**config.mk**
```make
export PLATFORM = sky130hd
export DESIGN_NAME = alu8_flagreg
export DESIGN_NICKNAME = d
export VERILOG_FILES = /design/src/rtl/alu8_pkg.sv /design/src/rtl/alu8_adder.sv /design/src/rtl/alu8_flaggen.sv /design/src/rtl/alu8_core.sv /design/src/rtl/alu8_flagreg.sv
export SDC_FILE = /design/constraint.sdc
export NUM_CORES = 1
export LEC_CHECK = 0
export CORE_ASPECT_RATIO = 0.75
export CORE_MARGIN = 3
export CORE_UTILIZATION = 52
export DETAILED_ROUTE_END_ITERATION = 7
export GPL_TIMING_DRIVEN = 0
export PLACE_DENSITY = 0.85
export SKIP_LAST_GASP = 1
export SLEW_MARGIN = 30
export SYNTH_ARGS = -nofsm -noshare
export SYNTH_HDL_FRONTEND = slang
export SYNTH_SLANG_ARGS = --single-unit
```
**constraint.sdc**
```tcl
create_clock -name clk -period 6.5 [get_ports clk]
set_input_delay 0.975 -clock clk [delete_from_list [all_inputs] [get_ports clk]]
set_output_delay 0.975 -clock clk [all_outputs]
set_load 0.03 [all_outputs]
```
**src/rtl/alu8_pkg.sv**
```systemverilog
package alu8_pkg;

    typedef enum logic [2:0] {
        ALU_ADD = 3'd0,
        ALU_ADC = 3'd1,
        ALU_SUB = 3'd2,
        ALU_SBB = 3'd3,
        ALU_INC = 3'd4,
        ALU_DEC = 3'd5,
        ALU_CMA = 3'd6,
        ALU_RLC = 3'd7
    } alu_op_e;

    typedef struct packed {
        logic s;
        logic z;
        logic ac;
        logic p;
        logic cy;
    } flag_set_t;

    localparam flag_set_t UPD_ALL   = 5'b11111;
    localparam flag_set_t UPD_NO_CY = 5'b11110;
    localparam flag_set_t UPD_CY    = 5'b00001;
    localparam flag_set_t UPD_NONE  = 5'b00000;

endpackage

```
**src/rtl/alu8_adder.sv**
```systemverilog
// Adder split at the nibble boundary so the half carry is a real wire.
module alu8_adder #(
    parameter int DATA_W = 8,
    parameter int LO_W   = 4
) (
    input  logic [DATA_W-1:0] x_in,
    input  logic [DATA_W-1:0] y_in,
    input  logic              c_in,
    output logic [DATA_W-1:0] sum_out,
    output logic              half_c,
    output logic              full_c
);
    localparam int HI_W = DATA_W - LO_W;

    logic [LO_W:0] lo_sum;
    logic [HI_W:0] hi_sum;

    always_comb begin
        lo_sum  = {1'b0, x_in[LO_W-1:0]} + {1'b0, y_in[LO_W-1:0]}
                + {{LO_W{1'b0}}, c_in};
        hi_sum  = {1'b0, x_in[DATA_W-1:LO_W]} + {1'b0, y_in[DATA_W-1:LO_W]}
                + {{HI_W{1'b0}}, lo_sum[LO_W]};
        sum_out = {hi_sum[HI_W-1:0], lo_sum[LO_W-1:0]};
        half_c  = lo_sum[LO_W];
        full_c  = hi_sum[HI_W];
    end
endmodule

```
**src/rtl/alu8_flaggen.sv**
```systemverilog
// Result-derived status bits: sign, zero, even parity.
module alu8_flaggen #(
    parameter int DATA_W = 8
) (
    input  logic [DATA_W-1:0] res_in,
    output logic              sign_o,
    output logic              zero_o,
    output logic              par_o
);
    always_comb begin
        sign_o = res_in[DATA_W-1];
        zero_o = (res_in == '0);
        par_o  = ~^res_in;
    end
endmodule

```
**src/rtl/alu8_core.sv**
```systemverilog
// Combinational ALU: operand steering, result select, flags and write mask.
module alu8_core
    import alu8_pkg::*;
#(
    parameter int DATA_W = 8,
    parameter int LO_W   = 4
) (
    input  logic [DATA_W-1:0] acc_in,
    input  logic [DATA_W-1:0] opnd_in,
    input  logic              cy_in,
    input  alu_op_e           op_in,
    output logic [DATA_W-1:0] res_o,
    output flag_set_t         flags_o,
    output flag_set_t         upd_o
);
    logic [DATA_W-1:0] add_x, add_y, add_sum;
    logic              add_c, borrow_mode, half_c, full_c;
    logic              f_sign, f_zero, f_par;

    always_comb begin
        add_x       = acc_in;
        add_y       = opnd_in;
        add_c       = 1'b0;
        borrow_mode = 1'b0;
        upd_o       = UPD_ALL;
        unique case (op_in)
            ALU_ADD: begin
                add_c = 1'b0;
            end
            ALU_ADC: begin
                add_c = cy_in;
            end
            ALU_SUB: begin
                add_y       = ~opnd_in;
                add_c       = 1'b1;
                borrow_mode = 1'b1;
            end
            ALU_SBB: begin
                add_y       = ~opnd_in;
                add_c       = ~cy_in;
                borrow_mode = 1'b1;
            end
            ALU_INC: begin
                add_x = opnd_in;
                add_y = '0;
                add_c = 1'b1;
                upd_o = UPD_NO_CY;
            end
            ALU_DEC: begin
                add_x = opnd_in;
                add_y = '1;
                add_c = 1'b0;
                upd_o = UPD_NO_CY;
            end
            ALU_CMA: begin
                upd_o = UPD_NONE;
            end
            ALU_RLC: begin
                upd_o = UPD_CY;
            end
            default: begin
                upd_o = UPD_NONE;
            end
        endcase
    end

    alu8_adder #(.DATA_W(DATA_W), .LO_W(LO_W)) u_adder (
        .x_in   (add_x),
        .y_in   (add_y),
        .c_in   (add_c),
        .sum_out(add_sum),
        .half_c (half_c),
        .full_c (full_c)
    );

    always_comb begin
        unique case (op_in)
            ALU_CMA: res_o = ~acc_in;
            ALU_RLC: res_o = {acc_in[DATA_W-2:0], acc_in[DATA_W-1]};
            default: res_o = add_sum;
        endcase
    end

    alu8_flaggen #(.DATA_W(DATA_W)) u_flaggen (
        .res_in(res_o),
        .sign_o(f_sign),
        .zero_o(f_zero),
        .par_o (f_par)
    );

    always_comb begin
        flags_o.s  = f_sign;
        flags_o.z  = f_zero;
        flags_o.p  = f_par;
        flags_o.ac = half_c;
        flags_o.cy = (op_in == ALU_RLC) ? acc_in[DATA_W-1] : (full_c ^ borrow_mode);
    end
endmodule

```
**src/rtl/alu8_flagreg.sv**
```systemverilog
// Registered wrapper: captures result and mask, holds the flag register.
module alu8_flagreg
    import alu8_pkg::*;
(
    input  logic       clk,
    input  logic       rst_n,
    input  logic       op_valid,
    input  logic [2:0] op_code,
    input  logic [7:0] acc_val,
    input  logic [7:0] opnd_val,
    output logic [7:0] res_out,
    output logic [4:0] res_upd,
    output logic       res_vld,
    output logic       flag_s,
    output logic       flag_z,
    output logic       flag_ac,
    output logic       flag_p,
    output logic       flag_cy
);
    localparam int DATA_W = 8;
    localparam int LO_W   = 4;

    logic [DATA_W-1:0] core_res;
    flag_set_t         core_flags, core_upd, flag_q, upd_q;
    logic [DATA_W-1:0] res_q;
    logic              vld_q;

    alu8_core #(.DATA_W(DATA_W), .LO_W(LO_W)) u_core (
        .acc_in (acc_val),
        .opnd_in(opnd_val),
        .cy_in  (flag_q.cy),
        .op_in  (alu_op_e'(op_code)),
        .res_o  (core_res),
        .flags_o(core_flags),
        .upd_o  (core_upd)
    );

    always_ff @(posedge clk) begin
        if (!rst_n) begin
            res_q  <= '0;
            upd_q  <= UPD_NONE;
            vld_q  <= 1'b0;
            flag_q <= '0;
        end else begin
            vld_q <= op_valid;
            if (op_valid) begin
                res_q <= core_res;
                upd_q <= core_upd;
                if (core_upd.s)  flag_q.s  <= core_flags.s;
                if (core_upd.z)  flag_q.z  <= core_flags.z;
                if (core_upd.ac) flag_q.ac <= core_flags.ac;
                if (core_upd.p)  flag_q.p  <= core_flags.p;
                if (core_upd.cy) flag_q.cy <= core_flags.cy;
            end
        end
    end

    always_comb begin
        res_out = res_q;
        res_upd = upd_q;
        res_vld = vld_q;
        flag_s  = flag_q.s;
        flag_z  = flag_q.z;
        flag_ac = flag_q.ac;
        flag_p  = flag_q.p;
        flag_cy = flag_q.cy;
    end

    assert_vld_follows_R11: assert property (@(posedge clk) disable iff (!rst_n)
        op_valid |=> res_vld);

    assert_idle_holds_R11: assert property (@(posedge clk) disable iff (!rst_n)
        !op_valid |=> (!res_vld && $stable(res_out) && $stable(res_upd)
                       && $stable({flag_s, flag_z, flag_ac, flag_p, flag_cy})));

    assert_incdec_keeps_cy_R7: assert property (@(posedge clk) disable iff (!rst_n)
        (op_valid && (op_code == 3'd4 || op_code == 3'd5)) |=> $stable(flag_cy));

    assert_cma_keeps_flags_R8: assert property (@(posedge clk) disable iff (!rst_n)
        (op_valid && op_code == 3'd6)
        |=> ($stable({flag_s, flag_z, flag_ac, flag_p, flag_cy}) && res_out == ~$past(acc_val)));

    assert_rlc_carry_R9: assert property (@(posedge clk) disable iff (!rst_n)
        (op_valid && op_code == 3'd7)
        |=> (flag_cy == $past(acc_val[7]) && res_out[0] == $past(acc_val[7])
             && $stable({flag_s, flag_z, flag_ac, flag_p})));

    assert_zero_flag_R5: assert property (@(posedge clk) disable iff (!rst_n)
        (res_vld && res_upd[3]) |-> (flag_z == (res_out == 8'h00)));

    assert_sign_flag_R5: assert property (@(posedge clk) disable iff (!rst_n)
        (res_vld && res_upd[4]) |-> (flag_s == res_out[7]));

    assert_parity_flag_R6: assert property (@(posedge clk) disable iff (!rst_n)
        (res_vld && res_upd[1]) |-> (flag_p == ~^res_out));
endmodule

```
=== Word-level counts from Yosys, hierarchy flattened ===
Index checks and enable logic that the tools add are counted.

* Input port bits: 22
* Register bits: 19
* Word-level logic and storage cells: 44

* Mux-type cells: 7
* $add $sub $neg: 4
* Reduce and logical (&&, ||, !) cells: 10
* Bitwise operators: 4
* Equality and inequality tests: 7

{| class="wikitable"
|+ Operators by type and width
! kind !! number
|-
| $pmux 8 s3 || 1
|-
| $not 8->8 || 2
|-
| $pmux 8 s2 || 1
|-
| $pmux 5 s3 || 1
|-
| $eq 3x3->1 const B || 4
|-
| $add 4x4->5 || 2
|-
| $add 5x1->5 || 2
|-
| $reduce_and 2->1 || 5
|-
| $logic_not 8->1 || 1
|-
| $mux 8 || 1
|-
| $reduce_xnor 8->1 || 1
|-
| $eq 3x2->1 const B || 2
|-
| $reduce_or 2->1 || 3
|-
| $eq 3x1->1 const B || 1
|-
| $pmux 1 s3 || 1
|-
| $mux 1 || 2
|-
| $not 1->1 || 1
|-
| $xor 1x1->1 || 1
|}

=== Longest topological paths before layout ===
* Depth after elaboration: 8
* Depth in mapped cells: 20
* Depth with buffers taken out: 18

=== By module ===
From an unflattened synthesis, not the netlist that was laid out.

* Cell total of the unflattened synthesis: 224
* Area, all modules: 1,816.7 µm²

{| class="wikitable"
|+ By module, submodules not included
! module !! instances !! cells each !! sequential area each (µm²) !! area each (µm²)
|-
| alu8_flagreg || 1 || 70 || 380.4 || 724.4
|-
| alu8_core || 1 || 104 || 0.0 || 680.7
|-
| alu8_adder || 1 || 33 || 0.0 || 289.0
|-
| alu8_flaggen || 1 || 17 || 0.0 || 122.6
|}

=== Worst setup path after synthesis ===
OpenSTA, ideal clock, no wires.

* Kind: input to register
* Start: in op_code[2]
* End: reg flag_q, in the netlist flag_p
* Slack: 1.799 ns
* Required time: 6.430 ns
* Library setup time: 0.070 ns
* Arrival time: 4.631 ns
* Cell stages on the path: 19
* Cell sequence: buf_4 -> buf_2 -> or2_2 -> a31oi_1 -> fa_1 -> inv_1 -> fa_1 -> inv_1 -> a21o_1 -> a21oi_1 -> fa_1 -> fa_1 -> nand2b_1 -> a31oi_1 -> ha_1 -> xnor2_1 -> xnor2_1 -> nand3_1 -> a21oi_1

* Word-level cells in the longest chain between the ends: 8
* Elaborated cells between the ends (all ways): 21
* Those cells by class: add/sub (4); eq/ne (7); mux (5); reduce/logical (5)

{| class="wikitable"
|+ RTL lines
! item !! RTL line !! source
|-
| from (decl) || alu8_flagreg.sv:8 || <nowiki>input logic [2:0] op_code,</nowiki>
|-
| $eq 3x2->1 or $eq 3x3->1 (tied branches) || alu8_core.sv:26 || <nowiki>unique case (op_in)</nowiki>
|-
| $reduce_or 2->1 (no line) || n/a ||
|-
| $pmux 8 s3 or $mux 8 (tied branches) || alu8_core.sv:26 ||
|-
| $add 4x4->5 || alu8_adder.sv:19 || <nowiki>lo_sum = {1'b0, x_in[LO_W-1:0]} + {1'b0, y_in[LO_W-1:0]}</nowiki>
|-
| $add 5x1->5 || alu8_adder.sv:20 || <nowiki>+ {{LO_W{1'b0}}, c_in};</nowiki>
|-
| $add 5x1->5 || alu8_adder.sv:22 || <nowiki>+ {{HI_W{1'b0}}, lo_sum[LO_W]};</nowiki>
|-
| $pmux 8 s2 || alu8_core.sv:77 || <nowiki>unique case (op_in)</nowiki>
|-
| $reduce_xnor 8->1 || alu8_flaggen.sv:13 || <nowiki>par_o = ~^res_in;</nowiki>
|-
| to (decl) || alu8_flagreg.sv:24 || <nowiki>flag_set_t core_flags, core_upd, flag_q, upd_q;</nowiki>
|}

Several ways; a longest one is shown, not always the timed one.
A chain may end at the register's enable or synchronous reset.

=== Worst setup path after layout ===
* Start: in op_code[1]
* End: reg flag_q, in the netlist flag_p

Same word-level chain as after synthesis.

==> results.json <==
{
  "yosys.cell_types.count": 35,
  "post_cts.resized_instances": 0,
  "post-dp-hpwl_mm": 3.23,
  "drt_pre_antenna_iters": 5,
  "clock_slew_at_reported_path_ffs_ns": 0.06,
  "worstSetupPathDepth": 20,
  "instances_no_fill": 274,
  "timing_endpoint_of_the_critical_path": "flag_p",
  "crit_path_frequent_cell": "fa_1",
  "cap_violations": 0,
  "chip_height_um": 52.7,
  "drt.antenna.violating_nets": 0,
  "placed_cells": 270,
  "place_ws_ns": 0.915,
  "ios": 41,
  "grt_pass1_vias": 1390,
  "footprint_of_the_multi_input_gates_sq_mm": 0.00106,
  "insertion_delay_ns": 0.25,
  "crit_fanout": 10,
  "grt_overflow": 0,
  "cell_type_with_the_highest_aggregate_area_in_the_netlist": "dfxtp_1",
  "final_net_count": 275,
  "worst_r2r_dst": "flag_p",
  "max_slew.worst_pin.slew_ns": 0.461,
  "clock_path_buffers": 2,
  "crit_path_cell_trace": "clkdlybuf4s50_1 > buf_2 > buf_2 > a21oi_1 > a31oi_1 > fa_1 > inv_1 > fa_1 > inv_1 > a21o_1 > a21oi_1 > fa_1 > fa_1 > nand2b_1 > a31oi_1 > ha_1 > xnor2_1 > xnor2_1 > nand3_1 > a21oi_1",
  "clock_sinks": 16,
  "cp.buffers_inverters": 5,
  "die-area_sq_mm": 0.00360,
  "cts_htree_levels": 1,
  "critPathKind": "in2reg",
  "timing.final.max_slew_violations": 0,
  "rsz0062_at_grt": "false",
  "buffer_ports.inserted": 37,
  "rows": 16,
  "synth-warning-count": 0,
  "wire_per_inst_um": 14.5,
  "cp-end-kind": "flop",
  "synthesis.nets": 233,
  "drt-initial-drc-count": 93,
  "synth-seq-area-share_pct": 21.2,
  "power_per_cell_area_mw_per_mm2": 216,
  "worstHoldPathType": "reg2reg",
  "syn2layout_area_growth_pct": 31.1,
  "worst_path_dominant_cell_family": "adder cells",
  "drt-vias-per-instance": 5.62,
  "syn_inst": 197,
  "critPathRequiredTime_ns": 6.68,
  "power_uw": 430,
  "postRouteWirelength_mm": 3.96,
  "synth_top_flop_cell": "dfxtp_1",
  "reg2reg_from": "flag_cy",
  "worst_ir_drop_vdd_v": 0.000204,
  "synthTopCellsByArea": "dfxtp_1 (21%), ha_1 (8.3%), a21oi_1 (6.0%)",
  "ctsRootBufferMaster": "clkbuf_8",
  "worst_ep_arrival_time_ns": 5.56,
  "cp-start-kind": "primary input",
  "post_cts.repair.setup_buffers": 0,
  "worst-r2r-cell-count": 18,
  "synthDominantCellAreaShare_pct": 21.2,
  "worst_hold_path.num_cells": 2,
  "status": "finished clean",
  "critical_path.max_stage_delay_ns": 0.56,
  "critical_path.slowest_cell": "clkdlybuf4s50_1",
  "routed-via-count": 1539,
  "fraction_of_layout_instances_using_a_drive_strength_above_1_pct": 14.7,
  "grt_first_pass_wirelength_mm": 6.33,
  "post_synth_arst_share_pct": 0,
  "antenna_violations_before_repair": 0,
  "achievable_freq_ghz": 0.186,
  "postLayoutSetupSlackWorst_ns": 1.12,
  "period_share_pct": 82.8,
  "final.fill_count": 228,
  "leakagePower_uw": 0.000837,
  "grt.total_usage_pct": 23.5,
  "timing.slew.headroom_pct": 68.9,
  "fin_setup_tns_ns": 0,
  "post-synth-top-count-cell": "nand2_1",
  "cts_inserted_buffers": 3,
  "start_util_pct": 56.4,
  "synth_seq_cells": 16,
  "die_w_um": 68.3,
  "synth_enable_flop_cells": 0,
  "setup_viol": 0,
  "clock_tree_from_tritoncts": "built",
  "postCtsHoldBufs": 0,
  "ff2ff_setup_slack_ns": 2.33,
  "gp_routability_congestion": 0.844,
  "hold_viol": 0,
  "grt_start_max_net_pins": 11,
  "crit_path_start": "op_code[1]",
  "area.sequential_sq_um": 320,
  "post-route-min-period_ns": 5.38,
  "skew_ns": 0.00187,
  "insertedDiodeCount": 0,
  "core_area_sq_mm": 0.00268,
  "route.detailed.drc": 0,
  "synth.avg_cell_area_sq_um": 7.69,
  "synth_common_cells": "nand2_1 (24), a21oi_1 (18), dfxtp_1 (16), o21ai_0 (16)",
  "area_of_the_mapped_netlist_sq_mm": 0.00151
}
[kinds of logic (layout without fill, tap and decap cells)]
kind of cell | Yosys count | after routing | synth area share [%]
AOI/OAI and AO/OA | 58 | 58 | 22.8
muxes | 12 | 12 | 8.60
adders and majority gates | 14 | 14 | 13.6
buffers and inverters | 27 | 68 | 9.01
xor gates and xnor gates | 8 | 8 | 4.63
DFF | 16 | 16 | 21.2
and+or+nand+nor | 62 | 62 | 20.2
[registers in the layout, summed over array words and instances (netlist names)]
signal   cells
res_upd      2
flag_ac      1
flag_z       1
flag_p       1
flag_cy      1
flag_s       1
res_out      8
res_vld      1
[worst register-to-register path: cells and delay by family (launching register included)]
family	cells	cell delay, ns
adders and majority gates	5	1.81
AOI/OAI and AO/OA	5	0.82
DFF	1	0.40
xor gates and xnor gates	2	0.37
and+or+nand+nor	3	0.33
muxes	1	0.26
buffers and inverters	2	0.13
[report_power, final]
part / internal (uW) / leakage [uW] / switching [uW] / total (uW)
registers: 110 / 0.000132 / 6.24 / 117
clock network: 53.7 / 0.0000288 / 32.7 / 86.4
logic: 105 / 0.000675 / 121 / 227
total: 269 / 0.000837 / 160 / 430
[cell type report]
cell class	instances	area share, %
Clock buffer	4	2.77
Tap cell	36	2.27
Timing Repair Buffer	37	18.7
Buffer	18	5.17
Multi-Input combinational cell	154	53.3
Inverter	9	1.70
Sequential cell	16	16.1
[layout by cell type (no fill, tap or decap), types with 2 or more instances in the layout]
cell type	n
a211oi_1	6
a21o_1	2
a21oi_1	18
a311oi_1	3
a31oi_1	8
and2_1	2
buf_2	10
buf_4	4
clkbuf_1	3
clkbuf_8	4
clkdlybuf4s50_1	37
dfxtp_1	16
fa_1	4
ha_1	10
inv_1	9
mux2_2	8
mux2i_1	4
nand2_1	24
nand2b_1	7
nand3_1	2
nor2_1	9
nor2b_1	4
o211ai_1	3
o21ai_0	16
or2_2	7
xnor2_1	7
[worst min-delay path by stage]
stage	from	to	slack [ns]
finish	flag_z	flag_z	0.46
global route	flag_p	flag_p	0.49
CTS	flag_z	flag_z	0.46
detailed placement	flag_z	flag_z	0.45
global placement	flag_z	flag_z	0.45
floorplan	flag_z	flag_z	0.58
[metrics by stage]
step / util, % / hold slack, ns / cell area, sq um
after floorplan: - / 0.576 / 1510
after global placement: 71.9 / 0.446 / 1930
after detailed placement: 71.9 / 0.447 / 1930
after CTS: 74.0 / 0.456 / 1980
after global routing: 74.0 / 0.492 / 1980
final: 74.0 / 0.456 / 1980
[routing by layer]
metal	track usage, %	vias to the layer above	routed length [um]
met1	32.6	703	1850
met3	4.94	4	276
li1	-	770	-
met4	1.98	0	26
met5	0	-	0
met2	38.7	62	1810
No activity file was read; power rests on OpenSTA's default activity.
